## src/rtl/uaf_pkg.sv

```systemverilog
package uaf_pkg;

    localparam int DEPTH = 32;
    localparam int CW    = $clog2(DEPTH + 1);

    typedef logic [CW-1:0] cnt_t;

    typedef struct packed {
        logic [1:0] rx_code;
        logic [1:0] tx_code;
        logic       dma;
        logic       en;
    } cfg_t;

    typedef struct packed {
        logic tx_flush;
        logic rx_flush;
    } flush_t;

    function automatic cnt_t tx_level_f(input logic [1:0] code, input logic enh);
        cnt_t lv;
        if (!enh) begin
            lv = cnt_t'(1);
        end else begin
            case (code)
                2'd0:    lv = cnt_t'(16);
                2'd1:    lv = cnt_t'(8);
                2'd2:    lv = cnt_t'(24);
                default: lv = cnt_t'(30);
            endcase
        end
        return lv;
    endfunction

    function automatic cnt_t rx_level_f(input logic [1:0] code, input logic enh);
        cnt_t lv;
        if (!enh) begin
            lv = cnt_t'(1);
        end else begin
            case (code)
                2'd0:    lv = cnt_t'(8);
                2'd1:    lv = cnt_t'(16);
                2'd2:    lv = cnt_t'(24);
                default: lv = cnt_t'(28);
            endcase
        end
        return lv;
    endfunction

    function automatic cnt_t rts_release_f(input logic [1:0] code);
        cnt_t lv;
        case (code)
            2'd0:    lv = cnt_t'(16);
            2'd1:    lv = cnt_t'(24);
            default: lv = cnt_t'(28);
        endcase
        return lv;
    endfunction

    function automatic cnt_t rts_restore_f(input logic [1:0] code);
        return cnt_t'({code, 3'b000});
    endfunction

endpackage

```

## src/rtl/uaf_fifo.sv

```systemverilog
module uaf_fifo
    import uaf_pkg::*;
#(
    parameter int W = 8
) (
    input  logic         clk,
    input  logic         rst,
    input  logic         flush,
    input  logic         push,
    input  logic [W-1:0] wdata,
    input  logic         pop,
    output logic [W-1:0] rdata,
    output cnt_t         count,
    output logic         ovf
);

    localparam int   AW   = $clog2(DEPTH);
    localparam cnt_t FULL = cnt_t'(DEPTH);

    logic [W-1:0]  mem [DEPTH];
    logic [AW-1:0] wp, rp;
    logic          full, empty, do_push, do_pop;

    assign full    = (count == FULL);
    assign empty   = (count == '0);
    assign do_push = push && !full && !flush;
    assign do_pop  = pop && !empty && !flush;

    always_ff @(posedge clk) begin
        if (do_push) begin
            mem[wp] <= wdata;
        end
    end

    always_ff @(posedge clk) begin
        if (rst) begin
            wp    <= '0;
            rp    <= '0;
            count <= '0;
            rdata <= '0;
            ovf   <= 1'b0;
        end else begin
            ovf <= push && full && !flush;
            if (flush) begin
                wp    <= '0;
                rp    <= '0;
                count <= '0;
            end else begin
                if (do_push) begin
                    wp <= wp + AW'(1);
                end
                if (do_pop) begin
                    rp    <= rp + AW'(1);
                    rdata <= mem[rp];
                end
                case ({do_push, do_pop})
                    2'b10:   count <= count + cnt_t'(1);
                    2'b01:   count <= count - cnt_t'(1);
                    default: count <= count;
                endcase
            end
        end
    end

    assert_count_bounded_R2: assert property (@(posedge clk) disable iff (rst)
        count <= FULL);

    assert_no_overflow_R3: assert property (@(posedge clk) disable iff (rst)
        (push && !pop && !flush && count == FULL) |=> (count == FULL && ovf));

    assert_empty_pop_holds_R4: assert property (@(posedge clk) disable iff (rst)
        (pop && !push && !flush && count == '0) |=> (count == '0 && $stable(rdata)));

    assert_flush_clears_R6: assert property (@(posedge clk) disable iff (rst)
        flush |=> (count == '0 && $stable(rdata)));

endmodule

```

## src/rtl/uaf_ctrl.sv

```systemverilog
module uaf_ctrl
    import uaf_pkg::*;
(
    input  logic       clk,
    input  logic       rst,
    input  logic       we,
    input  logic [7:0] wdata,
    input  logic       enh,
    output cfg_t       cfg,
    output flush_t     fl,
    output logic [7:0] rdata
);

    always_ff @(posedge clk) begin
        if (rst) begin
            cfg <= '0;
        end else if (we) begin
            cfg.en      <= wdata[0];
            cfg.dma     <= wdata[3];
            cfg.rx_code <= wdata[7:6];
            if (enh) begin
                cfg.tx_code <= wdata[5:4];
            end
        end
    end

    // Flush acts on the same edge as the write, so the bits never persist.
    assign fl.rx_flush = we && wdata[0] && wdata[1];
    assign fl.tx_flush = we && wdata[0] && wdata[2];

    assign rdata = {cfg.rx_code, cfg.tx_code, cfg.dma, 2'b00, cfg.en};

    assert_tx_field_locked_R7: assert property (@(posedge clk) disable iff (rst)
        (we && !enh) |=> $stable(cfg.tx_code));

    assert_flush_needs_enable_R6: assert property (@(posedge clk) disable iff (rst)
        (fl.tx_flush || fl.rx_flush) |=> cfg.en);

endmodule

```

## src/rtl/uaf_txlvl.sv

```systemverilog
module uaf_txlvl
    import uaf_pkg::*;
(
    input  logic clk,
    input  logic rst,
    input  cnt_t count,
    input  cnt_t level,
    output logic irq
);

    logic hi;

    always_ff @(posedge clk) begin
        if (rst) begin
            hi <= 1'b0;
        end else if (count > level) begin
            hi <= 1'b1;
        end else if (count == '0) begin
            hi <= 1'b0;
        end
    end

    assign irq = (count == '0) || (hi && (count < level));

    assert_empty_irq_R10: assert property (@(posedge clk) disable iff (rst)
        (count == '0) |-> irq);

    assert_quiet_after_refill_R10: assert property (@(posedge clk) disable iff (rst)
        ($past(count) > level && count >= level) |-> !irq);

endmodule

```

## src/rtl/uaf_rxlvl.sv

```systemverilog
module uaf_rxlvl
    import uaf_pkg::*;
(
    input  logic       clk,
    input  logic       rst,
    input  cnt_t       count,
    input  logic [1:0] code,
    input  cnt_t       level,
    output logic       irq,
    output logic       rts
);

    cnt_t rel, rest;

    assign rel  = rts_release_f(code);
    assign rest = rts_restore_f(code);
    assign irq  = (count >= level);

    always_ff @(posedge clk) begin
        if (rst) begin
            rts <= 1'b1;
        end else if (count >= rel) begin
            rts <= 1'b0;
        end else if (count <= rest) begin
            rts <= 1'b1;
        end
    end

    assert_rts_release_R11: assert property (@(posedge clk) disable iff (rst)
        (count >= rel) |=> !rts);

    assert_rts_restore_R11: assert property (@(posedge clk) disable iff (rst)
        (count <= rest) |=> rts);

    assert_rts_band_hold_R11: assert property (@(posedge clk) disable iff (rst)
        (count > rest && count < rel) |=> $stable(rts));

endmodule

```

## src/rtl/uart_fifo_flow.sv

```systemverilog
module uart_fifo_flow
    import uaf_pkg::*;
#(
    parameter int W = 8
) (
    input  logic         clk,
    input  logic         rst,
    input  logic         cfg_we,
    input  logic [7:0]   cfg_wdata,
    input  logic         enh_en,
    output logic [7:0]   cfg_rdata,
    output logic         fifo_en,
    output logic         dma_mode,
    input  logic         tx_push,
    input  logic [W-1:0] tx_wdata,
    input  logic         tx_pop,
    output logic [W-1:0] tx_rdata,
    output logic [CW-1:0] tx_count,
    output logic         tx_ovf,
    output logic         tx_irq,
    input  logic         rx_push,
    input  logic [W-1:0] rx_wdata,
    input  logic         rx_pop,
    output logic [W-1:0] rx_rdata,
    output logic [CW-1:0] rx_count,
    output logic         rx_ovf,
    output logic         rx_irq,
    output logic         rts_ok
);

    cfg_t   cfg;
    flush_t fl;
    cnt_t   tx_lv, rx_lv;

    uaf_ctrl u_ctrl (
        .clk  (clk),
        .rst  (rst),
        .we   (cfg_we),
        .wdata(cfg_wdata),
        .enh  (enh_en),
        .cfg  (cfg),
        .fl   (fl),
        .rdata(cfg_rdata)
    );

    assign fifo_en  = cfg.en;
    assign dma_mode = cfg.dma;
    assign tx_lv    = tx_level_f(cfg.tx_code, enh_en);
    assign rx_lv    = rx_level_f(cfg.rx_code, enh_en);

    uaf_fifo #(.W(W)) u_txq (
        .clk  (clk),
        .rst  (rst),
        .flush(fl.tx_flush),
        .push (tx_push),
        .wdata(tx_wdata),
        .pop  (tx_pop),
        .rdata(tx_rdata),
        .count(tx_count),
        .ovf  (tx_ovf)
    );

    uaf_fifo #(.W(W)) u_rxq (
        .clk  (clk),
        .rst  (rst),
        .flush(fl.rx_flush),
        .push (rx_push),
        .wdata(rx_wdata),
        .pop  (rx_pop),
        .rdata(rx_rdata),
        .count(rx_count),
        .ovf  (rx_ovf)
    );

    uaf_txlvl u_txlvl (
        .clk  (clk),
        .rst  (rst),
        .count(tx_count),
        .level(tx_lv),
        .irq  (tx_irq)
    );

    uaf_rxlvl u_rxlvl (
        .clk  (clk),
        .rst  (rst),
        .count(rx_count),
        .code (cfg.rx_code),
        .level(rx_lv),
        .irq  (rx_irq),
        .rts  (rts_ok)
    );

endmodule

```

## config.mk

```make
export PLATFORM = sky130hd
export DESIGN_NAME = uart_fifo_flow
export DESIGN_NICKNAME = d
export VERILOG_FILES = /design/src/rtl/uaf_pkg.sv /design/src/rtl/uaf_fifo.sv /design/src/rtl/uaf_ctrl.sv /design/src/rtl/uaf_txlvl.sv /design/src/rtl/uaf_rxlvl.sv /design/src/rtl/uart_fifo_flow.sv
export SDC_FILE = /design/constraint.sdc
export NUM_CORES = 1
export LEC_CHECK = 0
export ABC_AREA = 1
export BUFFER_PORTS_ARGS = -buffer_cell sky130_fd_sc_hd__clkbuf_2
export CELL_PAD_IN_SITES_DETAIL_PLACEMENT = 2
export CELL_PAD_IN_SITES_GLOBAL_PLACEMENT = 2
export CORE_MARGIN = 4
export CORE_UTILIZATION = 25
export DETAILED_ROUTE_END_ITERATION = 16
export PLACE_DENSITY = 0.65
export SLEW_MARGIN = 30
export SYNTH_ARGS = -nofsm -noshare
export SYNTH_HDL_FRONTEND = slang
export SYNTH_SLANG_ARGS = --single-unit
```

## constraint.sdc

```tcl
create_clock -name clk -period 3.3 [get_ports clk]
set_input_delay 0.66 -clock clk [delete_from_list [all_inputs] [get_ports clk]]
set_output_delay 0.66 -clock clk [all_outputs]
set_load 0.05 [all_outputs]
```

# --- Yosys cells after proc, flatten, opt, wreduce, memory -nomap -nowiden ---
# Memory sizes are Yosys's and may differ from the RTL's. A register that Yosys moved wholly into a read port is not among the register bits.
# Cells that the tools add are included.
word_totals:
  reg_bits: 42
  ram_bits: 512
  in_bits: 32
  out_inout_bits: 43
  elab_cells: 92
  n_memories: 2
classes:
  n_addsub: 8
  magnitude_cmp: 5
  eq_ne: 10
  mux: 15
  n_bitwise: 2
  n_reduce_logical: 36
mem_list:
  columns: ["name", "depth", "width", "read_ports", "rd_ports_with_merged_regs", "write_ports", "line", "text"]
  rows:
  - ["u_rxq.mem", 32, 8, 1, 1, 1, "uaf_fifo.sv:20", "logic [W-1:0] mem [DEPTH];"]
  - ["u_txq.mem", 32, 8, 1, 1, 1, "uaf_fifo.sv:20", null]
op_table:
  columns: ["cell", "n"]
  rows:
  - ["$pmux W5 S3", 2]
  - ["$pmux W6 S2", 2]
  - ["$add A5 B1 Y5 const B", 4]
  - ["$logic_and A1 B1 Y1", 16]
  - ["$add A6 B1 Y6 const B", 2]
  - ["$eq A6 B6 Y1 const B", 2]
  - ["$ge A6 B5 Y1", 2]
  - ["$logic_not A6 Y1", 2]
  - ["$sub A6 B1 Y6 const B", 2]
  - ["$mux W5", 2]
  - ["$eq A2 B1 Y1 const B", 4]
  - ["$eq A2 B2 Y1 const B", 4]
  - ["$mux W1", 8]
  - ["$pmux W4 S2", 1]
  - ["$reduce_bool A2 Y1", 4]
  - ["$gt A6 B5 Y1", 1]
  - ["$le A6 B5 Y1", 1]
  - ["$logic_not A1 Y1", 6]
  - ["$lt A6 B5 Y1", 1]
  - ["$reduce_and A2 Y1", 3]
  - ["$logic_not A2 Y1", 2]
  - ["$reduce_or A2 Y1", 2]
  - ["$not A1 Y1", 2]
  - ["$logic_or A1 B1 Y1", 1]

# --- Longest topological paths before layout ---
# Gate-level depths: netlist of the first run.
logic_depth:
  word_depth: 6
  ltp_mapped: 20
  ltp_nobuf: 19

# --- Modules after synthesis ---
# From an unflattened synthesis of the first run, not the netlist that was laid out.
hier_totals:
  hier_cells: 2507
  area_unflattened_um2: 25042.8
by_module_without_submodules:
  columns: ["module", "instances", "cells_each", "area_each_um2"]
  rows:
  - ["uaf_fifo", 2, 1176, 12059.1]
  - ["uaf_rxlvl", 1, 56, 327.8]
  - ["uaf_ctrl", 1, 44, 300.3]
  - ["uaf_txlvl", 1, 38, 230.2]
  - ["uart_fifo_flow", 1, 17, 66.3]

# --- Least setup slack after synthesis of the first run ---
# No wires, ideal clock.
synth_timing:
  kind: "input to output"
  startpoint: "input enh_en"
  endpoint: "output tx_irq"
  arrival_ns: 2.745
  required_ns: 2.640
  setup_slack_ns: -0.105
  stages: 8
  n_path_buf: 1
  cell_sequence: "clkbuf_1 -> nand3_1 -> ha_1 -> inv_1 -> nor2_1 -> o21ai_0 -> o211ai_1 -> o21ai_0"
synth_via:
  elab_chain_len: 4
synth_lines:
  columns: ["element", "line", "text"]
  rows:
  - ["start: declaration", "uart_fifo_flow.sv:10", "input logic enh_en,"]
  - ["$mux W5", "uaf_pkg.sv:22", "if (!enh) begin"]
  - ["$lt A6 B5 Y1", "uaf_txlvl.sv:23", "assign irq = (count == '0) || (hi && (count < level));"]
  - ["$logic_and A1 B1 Y1", "uaf_txlvl.sv:23", null]
  - ["$logic_or A1 B1 Y1", "uaf_txlvl.sv:23", null]
  - ["end: declaration", "uart_fifo_flow.sv:20", "output logic tx_irq,"]
# No other way between the ends.

# --- Final worst setup path of the first run ---
layout_timing:
  startpoint: "register u_ctrl.cfg[3] (netlist name)"
  endpoint: "output tx_irq"
layout_via:
  elab_chain_len: 6
  word_cells_on_any_way: 8
layout_lines:
  columns: ["element", "line", "text"]
  rows:
  - ["$eq A2 B2 Y1, or another cell as far along", "uaf_pkg.sv:25", "case (code)"]
  - ["$pmux W5 S3 (*)", "uaf_pkg.sv:25", null]
  - ["$mux W5 (*)", "uaf_pkg.sv:22", null]
  - ["$lt A6 B5 Y1 (*)", "uaf_txlvl.sv:23", null]
  - ["$logic_and A1 B1 Y1 (*)", "uaf_txlvl.sv:23", null]
  - ["$logic_or A1 B1 Y1 (*)", "uaf_txlvl.sv:23", null]
# Every way passes the cells marked *; elsewhere a longest branch is shown, timed or not.

==> results of run 1 <==
[cell usage in the layout (no fill, tap or decap), types with 10 or more instances in the layout]
cell	synthesis	final
nand3_1	335	335
dfxtp_1	58	54
clkbuf_1	23	16
a21oi_1	85	85
buf_4	14	84
o21ai_0	42	41
clkinv_2	0	12
clkbuf_16	0	70
ha_1	31	31
inv_1	273	271
clkinv_1	6	15
clkbuf_2	0	71
nor2_1	187	187
bufinv_16	0	10
edfxtp_1	512	512
nand2_1	792	792
[tightest hold or removal path: cells and delay by family]
family        cells  cell delay [ps]
simple gates      2              100
buf+inv           1               90
[per-layer routing]
layer	up-vias	global-route usage, %
met3	104	1.98
met5	-	0
met4	0	4.53
li1	8391	-
met2	211	27.7
met1	9010	18.4
[how the worst max path moves through the flow]
| stage | to | slack (ps) |
|---|---|---|
| 3_3_place_gp | u_rxq.count[4] | 260 |
| 3_5_place_dp | u_txq.count[4] | 270 |
| 6_report | tx_irq | 270 |
| 4_1_cts | tx_irq | 190 |
| 5_1_grt | tx_irq | 80 |
| 2_1_floorplan | tx_irq | 270 |
[through the flow]
step	cell area, um^2	power, mW	utilization, %	hold WS, ps
final	29300	21.5	29.7	281
after CTS	29300	21.9	29.7	234
after floorplan	24800	12.1	-	445
after global routing	29300	22.8	29.7	258
after detailed placement	27000	13.9	27.4	467
after global placement	27000	13.7	27.4	454
[layout make-up]
class,instances,area share (%)
Inverter,283,3.64
Multi-Input combinational cell,1511,22.8
Tap cell,1287,5.50
Clock buffer,89,6.33
Clock inverter,35,1.55
Timing Repair Buffer,160,3.66
Sequential cell,570,56.5
[sequential cells by signal, indices dropped and copies added (netlist names), 5 cells and up]
| name | cells |
|---|---|
| u_rxq.mem | 256 |
| u_txq.rdata | 8 |
| u_txq.count | 6 |
| u_txq.rp | 5 |
| u_txq.mem | 256 |
| u_rxq.rp | 5 |
| u_rxq.wp | 5 |
| u_ctrl.cfg | 6 |
| u_txq.wp | 5 |
| u_rxq.rdata | 8 |
| u_rxq.count | 6 |
[where the power goes]
group	leakage, nW	internal, mW	switching (mW)
Sequential	5.09	8.10	0.236
Clock	1.13	4.76	3.06
Combinational	5.42	1.41	3.95
[cell families after synthesis]
kind of cell             count (synthesis)  share of synthesized area [%]
AO/OA/AOI/OAI                          139                           2.91
adder cells (fa/ha/maj)                 32                           1.64
flip-flops                             570                           66.6
XOR/XNOR                                11                          0.388
buffers and inverters                  399                           6.61
other                                    1                         0.0151
AND/OR/NAND/NOR                       1327                           21.9
==> out/qor.txt, run 1 <==
CP bufs+invs: 2
worst-path fanout max: 5
final-stage net count: 2660
GRT Residual Overflow: 0
number of synthesized register bits: 570
area taken by multi-input logic gates: 6670 um^2
Synth Cell Area: 24800 um^2
Highest Signal Layer: met4
Worst EP required: 2640 ps
DR WL/cell: 19.9 um
Worst-path clk slew: 60 ps
M1 WL: 33800 um
post-CTS sizing: 0
Pleak: 11.6 nW
clock latency on the worst-skew pair: 620 ps
row count: 115
FFs w/ async S/R, synth: 0%
number of global-route vias before repair: 19.9k
Die Span X: 323 um
met2 wire len: 40500 um
core area: 98600 um^2
worst r2r src: u_txq.count[2]
total die area: 104000 um^2
via count: 17.7k
CTS Sinks: 570
CP delay by family, top: compound AO/OA/AOI/OAI gates
area leader, netlist: edfxtp_1
Syn Inst Count: 2479
Max Buffers Root-to-Sink: 3
Critical Path Source Type: flop
Diodes inserted: 0
Ports: 75
critical setup path kind: flop to output port
reg2reg setup slack: 460 ps
final setup TNS: 0 ps
Post-synth EDFFs: 512
min cycle time layout: 3030 ps
Hold WC Path Type: primary input to flop
Reg2Reg Depth: 18
top post-synthesis cells by area: edfxtp_1, nand2_1, nand3_1, dfxtp_1, inv_1
Area Growth Syn to Fin: 17.8%
synth cell count leaders: nand2_1, edfxtp_1, nand3_1
Post-CTS Hold Buffers: 0
gr usage total: 15.1%
CP Depth: 8
die span in y: 323 um
DRT Pass-1 Iters: 5
Initial Util: 25.2%
Worst Hold End: u_txq.ovf
port buffer count: 72
share of layout cells above drive strength 1: 10.3%
critical-path cell list: nand3_1 -> ha_1 -> inv_1 -> nor2_1 -> o21ai_0 -> o211ai_1 -> o21ai_1 -> clkbuf_2
Vias/cell: 4.50
Worst setup EP type: output port
Hold Path Stages: 3
Final Hold Fails: 0
maximum clock frequency: 330 MHz
post-synthesis sequential area ratio: 66.6%
DR iter-0 viols: 930
Top FF cell, synth: edfxtp_1
status: finished clean
hold path start: tx_push
Rel. slew slack: 37.6%
initial antenna violation count: 0
CTS tree: built
CTS H-tree lvls: 3
Finished Layout Cells: 3935
Avg Cell Area, Syn: 10.0 um^2
Reg area: 16500 um^2
pre-CTS setup slack: 275 ps
yosys warns: 0
count leader, synth: nand2_1
Peak supply drop: 418 uV
GPL Wtd Cong: 0.789
CP startpoint: u_ctrl.cfg[3]
post-synth cell types: 31
drt drc: 0
area share of the leading cell type in the synthesized netlist: 61.9%
Final Max Slew Viols: 0
Max-Cap Viols: 0
RSZ-0062 raised after global routing: false
fin crit share: 91.8%
dpl cells: 3811
final wirelength: 78300 um
met3 wire len: 2000 um
antenna-violating nets left: 0
CP max stage cell: dfxtp_1
reg-to-reg endpoint: u_txq.count[4]
Final Setup Violations: 0
DPL Wire Length: 50300 um
largest net degree at the start of global routing: 140
Root Buffer: clkbuf_16
FILL cells: 10.8k
Critical Path AT: 2370 ps
clock skew: 35.0 ps
pwr dens: 735 nW/um^2
CP peak stage delay: 390 ps
post-CTS setup buffer count: 0
Slew @ Worst Pin: 936 ps
CTS Buf Count: 70
post-route setup slack: 271 ps
first-pass GRT wire length: 121000 um
Note: power is estimated with default switching activity, not from simulation.
==> inputs of run 2 (changes only) <==
Settings changed: SETUP_SLACK_MARGIN from default to 0.3.
==> run 2 against run 1 <==
Compared with the run above:
- maximum frequency up 5.7%
- largest cell class unchanged
- global-route usage barely moved
- first-iteration DRC count down 3.1%
==> out/qor.txt, run 2 (synthesis results as in run 1) <==
status: finished clean
Worst-path clk slew: 60 ps (about the same)
core area: 98600 um^2 (unchanged)
CP bufs+invs: 2 (unchanged)
commonest non-fill, non-tap cell in the layout: nand2_1
Worst setup EP type: output port
share of layout cells above drive strength 1: 11.0% (+0.68 points)
CTS tree: built
via count: 17.9k (+0.82%)
CP max stage cell: dfxtp_1
worst-path fanout max: 5 (unchanged)
Design Power: 21.8 mW (+1.2%)
gr usage total: 15.1% (+0.019 points)
Hold WC Path Type: primary input to flop
Max Buffers Root-to-Sink: 3 (unchanged)
final setup TNS: 0 ps (unchanged)
total die area: 104000 um^2 (unchanged)
reg-to-reg endpoint: u_rxq.count[4]
Clk network pwr share: 36.2% (-0.2 points)
GPL Wtd Cong: 0.776 (-1.7%)
Max-Cap Viols: 0 (unchanged)
post-CTS setup buffer count: 0 (unchanged)
Final Max Slew Viols: 0 (unchanged)
clock skew: 21.8 ps (-13.2 ps)
pwr dens: 741 nW/um^2 (+0.82%)
DR iter-0 viols: 901 (-3.1%)
port buffer count: 72 (unchanged)
CP delay by family, top: compound AO/OA/AOI/OAI gates
clock latency on the worst-skew pair: 620 ps (about the same)
critical setup path kind: flop to output port
Diodes inserted: 0 (unchanged)
row count: 115 (unchanged)
largest net degree at the start of global routing: 140 (unchanged)
Initial Util: 25.2% (unchanged)
maximum clock frequency: 349 MHz (+5.7%)
DPL Wire Length: 50500 um (+0.30%)
critical-path cell list: nand3_1 -> ha_1 -> inv_1 -> nor2_1 -> o21ai_0 -> o211ai_1 -> o21ai_2 -> buf_6
CTS Buf Count: 70 (unchanged)
Slew @ Worst Pin: 976 ps (+39.9 ps)
switching part of the total: 34.0% (+0.31 points)
sequential cell fraction of total power: 38.1% (-0.6 points)
DR WL/cell: 19.9 um (about the same)
Pleak: 11.7 nW (+0.61%)
number of global-route vias before repair: 19.9k (+0.025%)
final-stage net count: 2667 (+0.26%)
Rel. slew slack: 35.0% (-2.7 points)
Hold Path Stages: 3 (unchanged)
FILL cells: 10.8k (-0.056%)
post-route setup slack: 435 ps (+163 ps)
DRT Pass-1 Iters: 5 (unchanged)
Die Span X: 323 um (unchanged)
antenna-violating nets left: 0 (unchanged)
worst r2r src: u_rxq.count[3]
Critical Path AT: 2210 ps (-160 ps)
CTS H-tree lvls: 3 (unchanged)
Post-CTS Hold Buffers: 0 (unchanged)
initial antenna violation count: 0 (unchanged)
reg2reg setup slack: 660 ps (+200 ps)
CP peak stage delay: 400 ps (about the same)
hold path start: cfg_wdata[6]
first-pass GRT wire length: 120000 um (-0.25%)
Final Hold Fails: 0 (unchanged)
Finished Layout Cells: 3944 (+0.23%)
sw power: 7.40 mW (+2.2%)
final wirelength: 78500 um (+0.21%)
Worst Hold End: u_ctrl.cfg[4]
Root Buffer: clkbuf_16
GRT Residual Overflow: 0 (unchanged)
pre-CTS setup slack: 181 ps (-94.2 ps)
Vias/cell: 4.53 (+0.59%)
Worst EP required: 2640 ps (about the same)
min cycle time layout: 2870 ps (-163 ps)
CTS Sinks: 570 (unchanged)
Internal: 14.4 mW (+0.78%)
Combinational Power Share: 25.7% (+0.8 points)
Reg2Reg Depth: 15 (-3)
dpl cells: 3818 (+0.18%)
Critical Path Source Type: flop
fin crit share: 86.8% (-4.9 points)
Area Growth Syn to Fin: 18.3%
die span in y: 323 um (unchanged)
most frequent cells in the layout: nand2_1, edfxtp_1, nand3_1
Final Setup Violations: 0 (unchanged)
Peak supply drop: 463 uV (+11%)
Ports: 75 (unchanged)
RSZ-0062 raised after global routing: true
drt drc: 0 (unchanged)
Largest regs: u_rxq.mem (256), u_txq.mem (256)
run 2: cell types whose count changed in the layout (fill, tap and decap cells not counted), sizes merged:
cell    before  now
buf         89  100
bufinv      10    8
clkbuf     160  162
clkinv      28   27
inv        279  278
run 2: how the worst max path moves through the flow:
stage | start | end | slack [ps] | cells past startpoint
global placement | cfg_we | u_rxq.count[4] | 250 | 15
finish | u_ctrl.cfg[3] | tx_irq | 430 | 8
global route | u_ctrl.cfg[2] | tx_irq | 250 | 9
floorplan | u_txq.count[3] | u_txq.count[4] | 330 | 19
detailed placement | cfg_we | u_rxq.count[4] | 180 | 15
CTS | u_rxq.count[0] | rx_irq | 290 | 7
run 2: per-stage QoR:
step | util, % | hold WS (ps) | area (um^2)
floorplan | - | 445 | 24900
global placement | 27.4 | 457 | 27000
detailed placement | 27.4 | 468 | 27000
CTS | 29.8 | 220 | 29400
global route | 29.8 | 241 | 29400
finish | 29.8 | 271 | 29400
run 2: per-layer routing:
layer	track usage, %	part of all wire [%]
met3	2.20	2.6
met1	18.3	43
met2	27.4	51
met4	5.01	3.1
met5	0	0
run 2: layout make-up:
type | count | area, um^2 | share of cell area (%)
Sequential cell | 570 | 16500 | 56.3
Clock inverter | 31 | 378 | 1.29
Clock buffer | 95 | 1970 | 6.70
Timing Repair Buffer | 167 | 1140 | 3.90
Inverter | 283 | 1060 | 3.62
Multi-Input combinational cell | 1511 | 6680 | 22.7
Tap cell | 1287 | 1610 | 5.48
run 2: power by group through the flow:
| stage | Sequential (mW) | Combinational, mW | Clock [mW] |
|---|---|---|---|
| 2_1_floorplan | 8.86 | 3.25 | 0 |
| 3_3_place_gp | 8.43 | 5.45 | 0 |
| 3_5_place_dp | 8.45 | 5.67 | 0 |
| 4_1_cts | 8.30 | 5.73 | 8.14 |
| 5_1_grt | 8.32 | 6.24 | 8.42 |
| 6_report | 8.30 | 5.60 | 7.89 |
run 2: what timing repair did:
item	4_1_cts	5_1_grt
resized for setup	2	7
setup endpoints to repair	2	3
pin swaps	0	1
run 2: worst reg2reg max path, delay by kind of cell, from the launching register on:
family	cells	cell delay (ps)
fa+ha+maj	2	670
xor+xnor	1	130
simple gates	5	620
compound gates	2	230
buf+inv	5	410
flops	1	460
==> inputs of run 3 (changes only) <==
Settings changed: CORE_UTILIZATION 25 to 44, PLACE_DENSITY 0.65 to 0.95, SYNTH_HIERARCHICAL from default to 1.
Clock period 3.3 ns to 3.69 ns, I/O delays scaled along.
==> run 3 against run 2 <==
Compared with the run above:
- global-route usage increased by 21 points
- via count increased by 17%
- cell count decreased by 14%
- utilization increased by 20 points
- worst hold slack improved by 34 ps
- wire length increased by 43%
- largest power group unchanged
- synthesized cell count increased by 1.1%
==> out/qor.txt, run 3 <==
critical setup path kind: flop to flop
largest net degree at the start of global routing: 83 (-41%)
Design Power: 19.8 mW (-9.3%)
Worst-path clk slew: 70 ps (about the same)
post-synthesis sequential area ratio: 66.0% (-0.53 points)
area leader, netlist: edfxtp_1
count leader, synth: nand2_1
clock latency on the worst-skew pair: 670 ps (+50 ps)
Final Hold Fails: 0 (unchanged)
Critical Path Source Type: flop
Synth Cell Area: 25000 um^2 (+0.80%)
synth cell count leaders: nand2_1, edfxtp_1, nand3_1
share of layout cells above drive strength 1: 9.01% (-2.0 points)
post-synth cell types: 30 (-3.2%)
row count: 87 (-24%)
Avg Cell Area, Syn: 9.99 um^2 (-0.33%)
reg2reg setup slack: 410 ps (-250 ps)
Root Buffer: clkbuf_16
area share of the leading cell type in the synthesized netlist: 61.4% (-0.49 points)
core area: 56400 um^2 (-43%)
CTS tree: built
fin crit share: 88.9%
Final Setup Violations: 0 (unchanged)
first-pass GRT wire length: 163000 um (+35%)
CTS H-tree lvls: 2 (-1)
Top FF cell, synth: edfxtp_1
final setup TNS: 0 ps (unchanged)
Final Max Slew Viols: 0 (unchanged)
post-route setup slack: 409 ps (-25.8 ps)
clock skew: 56.6 ps (+34.7 ps)
total die area: 60800 um^2 (-42%)
Syn Inst Count: 2507 (+1.1%)
final-stage net count: 2637 (-1.1%)
Ports: 75 (unchanged)
FILL cells: 5789 (-46%)
status: finished clean
DRT Pass-1 Iters: 6 (+1)
Pleak: 11.4 nW (-2.9%)
CP bufs+invs: 4 (+2)
RSZ-0062 raised after global routing: false
GRT Residual Overflow: 0 (unchanged)
hold path start: cfg_wdata[3]
Slew @ Worst Pin: 1100 ps (+129 ps)
Max-Cap Viols: 0 (unchanged)
via count: 20.8k (+17%)
Post-synth EDFFs: 512 (unchanged)
Initial Util: 44.4% (+19 points)
CTS Buf Count: 61 (-13%)
CTS Sinks: 570 (unchanged)
Worst EP required: 4250 ps (+1610 ps)
Max Buffers Root-to-Sink: 3 (unchanged)
DR iter-0 viols: 2975 (+230%)
CP Depth: 16 (+8)
initial antenna violation count: 1 (+1)
Post-CTS Hold Buffers: 0 (unchanged)
GPL Wtd Cong: 0.843 (+8.6%)
Vias/cell: 6.17 (+36%)
drt drc: 0 (unchanged)
Hold WC Path Type: primary input to flop
Die Span X: 247 um (-24%)
yosys warns: 6 (+6)
maximum clock frequency: 305 MHz
Worst Hold End: u_ctrl/cfg[1]
critical-path cell list: inv_1 -> nand3_1 -> inv_1 -> nand3_1 -> nand2_1 -> nor2_4 -> inv_2 -> ha_1 -> ha_1 -> nand2_1 -> inv_1 -> nand4_1 -> nand3_1 -> xor2_1 -> nand2_1 -> a21oi_1
final wirelength: 112000 um (+43%)
reg-to-reg endpoint: u_txq/count[5]
CP peak stage delay: 420 ps (+20 ps)
Hold Path Stages: 3 (unchanged)
Largest regs: u_rxq/mem (256), u_txq/mem (256)
gr usage total: 36.5% (+21 points)
pre-CTS setup slack: 96.4 ps (-84.4 ps)
Worst setup EP type: flop
top post-synthesis cells by area: edfxtp_1, nand2_1, nand3_1, dfxtp_1, inv_1
Peak supply drop: 509 uV (+10%)
FFs w/ async S/R, synth: 0% (unchanged)
die span in y: 247 um (-24%)
Rel. slew slack: 26.1% (-8.9 points)
min cycle time layout: 3280 ps
CP delay by family, top: simple AND/OR/NAND/NOR gates
Reg2Reg Depth: 16 (+1)
antenna-violating nets left: 0 (unchanged)
DPL Wire Length: 61100 um (+21%)
most frequent cells in the layout: nand2_1, edfxtp_1, nand3_1
DR WL/cell: 33.3 um (+67%)
number of global-route vias before repair: 22.7k (+14%)
CP max stage cell: dfxtp_2
commonest non-fill, non-tap cell in the layout: nand2_1
worst r2r src: u_txq/count[2]
port buffer count: 72 (unchanged)
pwr dens: 702 nW/um^2 (-5.3%)
Critical Path AT: 3840 ps (+1630 ps)
worst-path fanout max: 9 (+4)
Area Growth Syn to Fin: 12.5%
number of synthesized register bits: 570 (unchanged)
[run 3: changes by cell type in the layout (fill, tap and decap cells not counted), sizes merged, moves of 6 or more]
| cell | change |
|---|---|
| inv | +13 |
| clkinv | +14 |
| nand3 | -7 |
| xor2 | +6 |
| nor2 | +15 |
| clkbuf | -25 |
| buf | -57 |
[run 3: stage by stage]
step	area [um^2]	hold WS [ps]	std cells	util, %
after floorplan	25100	450	2510	-
after global placement	26100	454	3258	46.2
after detailed placement	26100	476	3258	46.3
after CTS	28100	285	3373	49.9
after global routing	28200	321	3374	49.9
final	28200	305	3375	50.0
[run 3: worst max path at each step]
stage | startpoint | end | slack (ps)
4_1_cts | u_ctrl/cfg[3] | tx_irq | 350
5_1_grt | u_ctrl/cfg[3] | tx_irq | 300
2_1_floorplan | enh_en | tx_irq | 420
3_3_place_gp | cfg_we | u_rxq/count[4] | 480
6_report | u_txq/count[2] | u_txq/count[5] | 410
3_5_place_dp | cfg_we | u_rxq/count[5] | 100
[run 3: repair_timing]
item                                   4_1_cts  5_1_grt
setup buffers                                1        0
endpoints found under the hold margin        0        0
resized for setup                            1       11
setup endpoints to repair                    1        3
[run 3: layout make-up]
cell class	instances	area, um^2	area share (%)
clock buffers	70	1580	5.61
repair buffers	110	706	2.51
well taps	756	946	3.36
flip-flops and latches	570	16600	58.8
inverters	298	1120	3.99
multi-input cells	1526	6810	24.2
diodes	1	2.50	0.00888
clock inverters	44	438	1.55
[run 3: cells by family after synthesis]
| logic type | after synthesis | share of synthesized area [%] |
|---|---|---|
| DFF | 570 | 66.0 |
| other | 2 | 0.0300 |
| buffers and inverters | 414 | 6.87 |
| xor gates and xnor gates | 16 | 0.560 |
| adders and majority gates | 38 | 1.96 |
| AOI/OAI and AO/OA | 129 | 2.63 |
| and+or+nand+nor | 1338 | 21.9 |
[run 3: power by group]
group | leakage [nW] | switching, mW | internal [mW]
sequential | 5.09 | 0.316 | 7.25
combinational | 5.29 | 4.32 | 1.31
clock | 0.983 | 2.98 | 3.58
[run 3: layer usage]
layer	part of all wire (%)	wire length (um)	vias up	global-route usage, %
met5	0	0	-	0
met4	5.3	5910	0	16.5
met3	7.9	8820	394	5.86
met2	49	55300	1380	62.6
met1	38	42200	10700	45.6
li1	-	-	8334	-
[run 3: tightest hold or removal path, stage by stage]
cell,delay [ps]
clkbuf_2,80
nor2_1,30
nor2_1,80
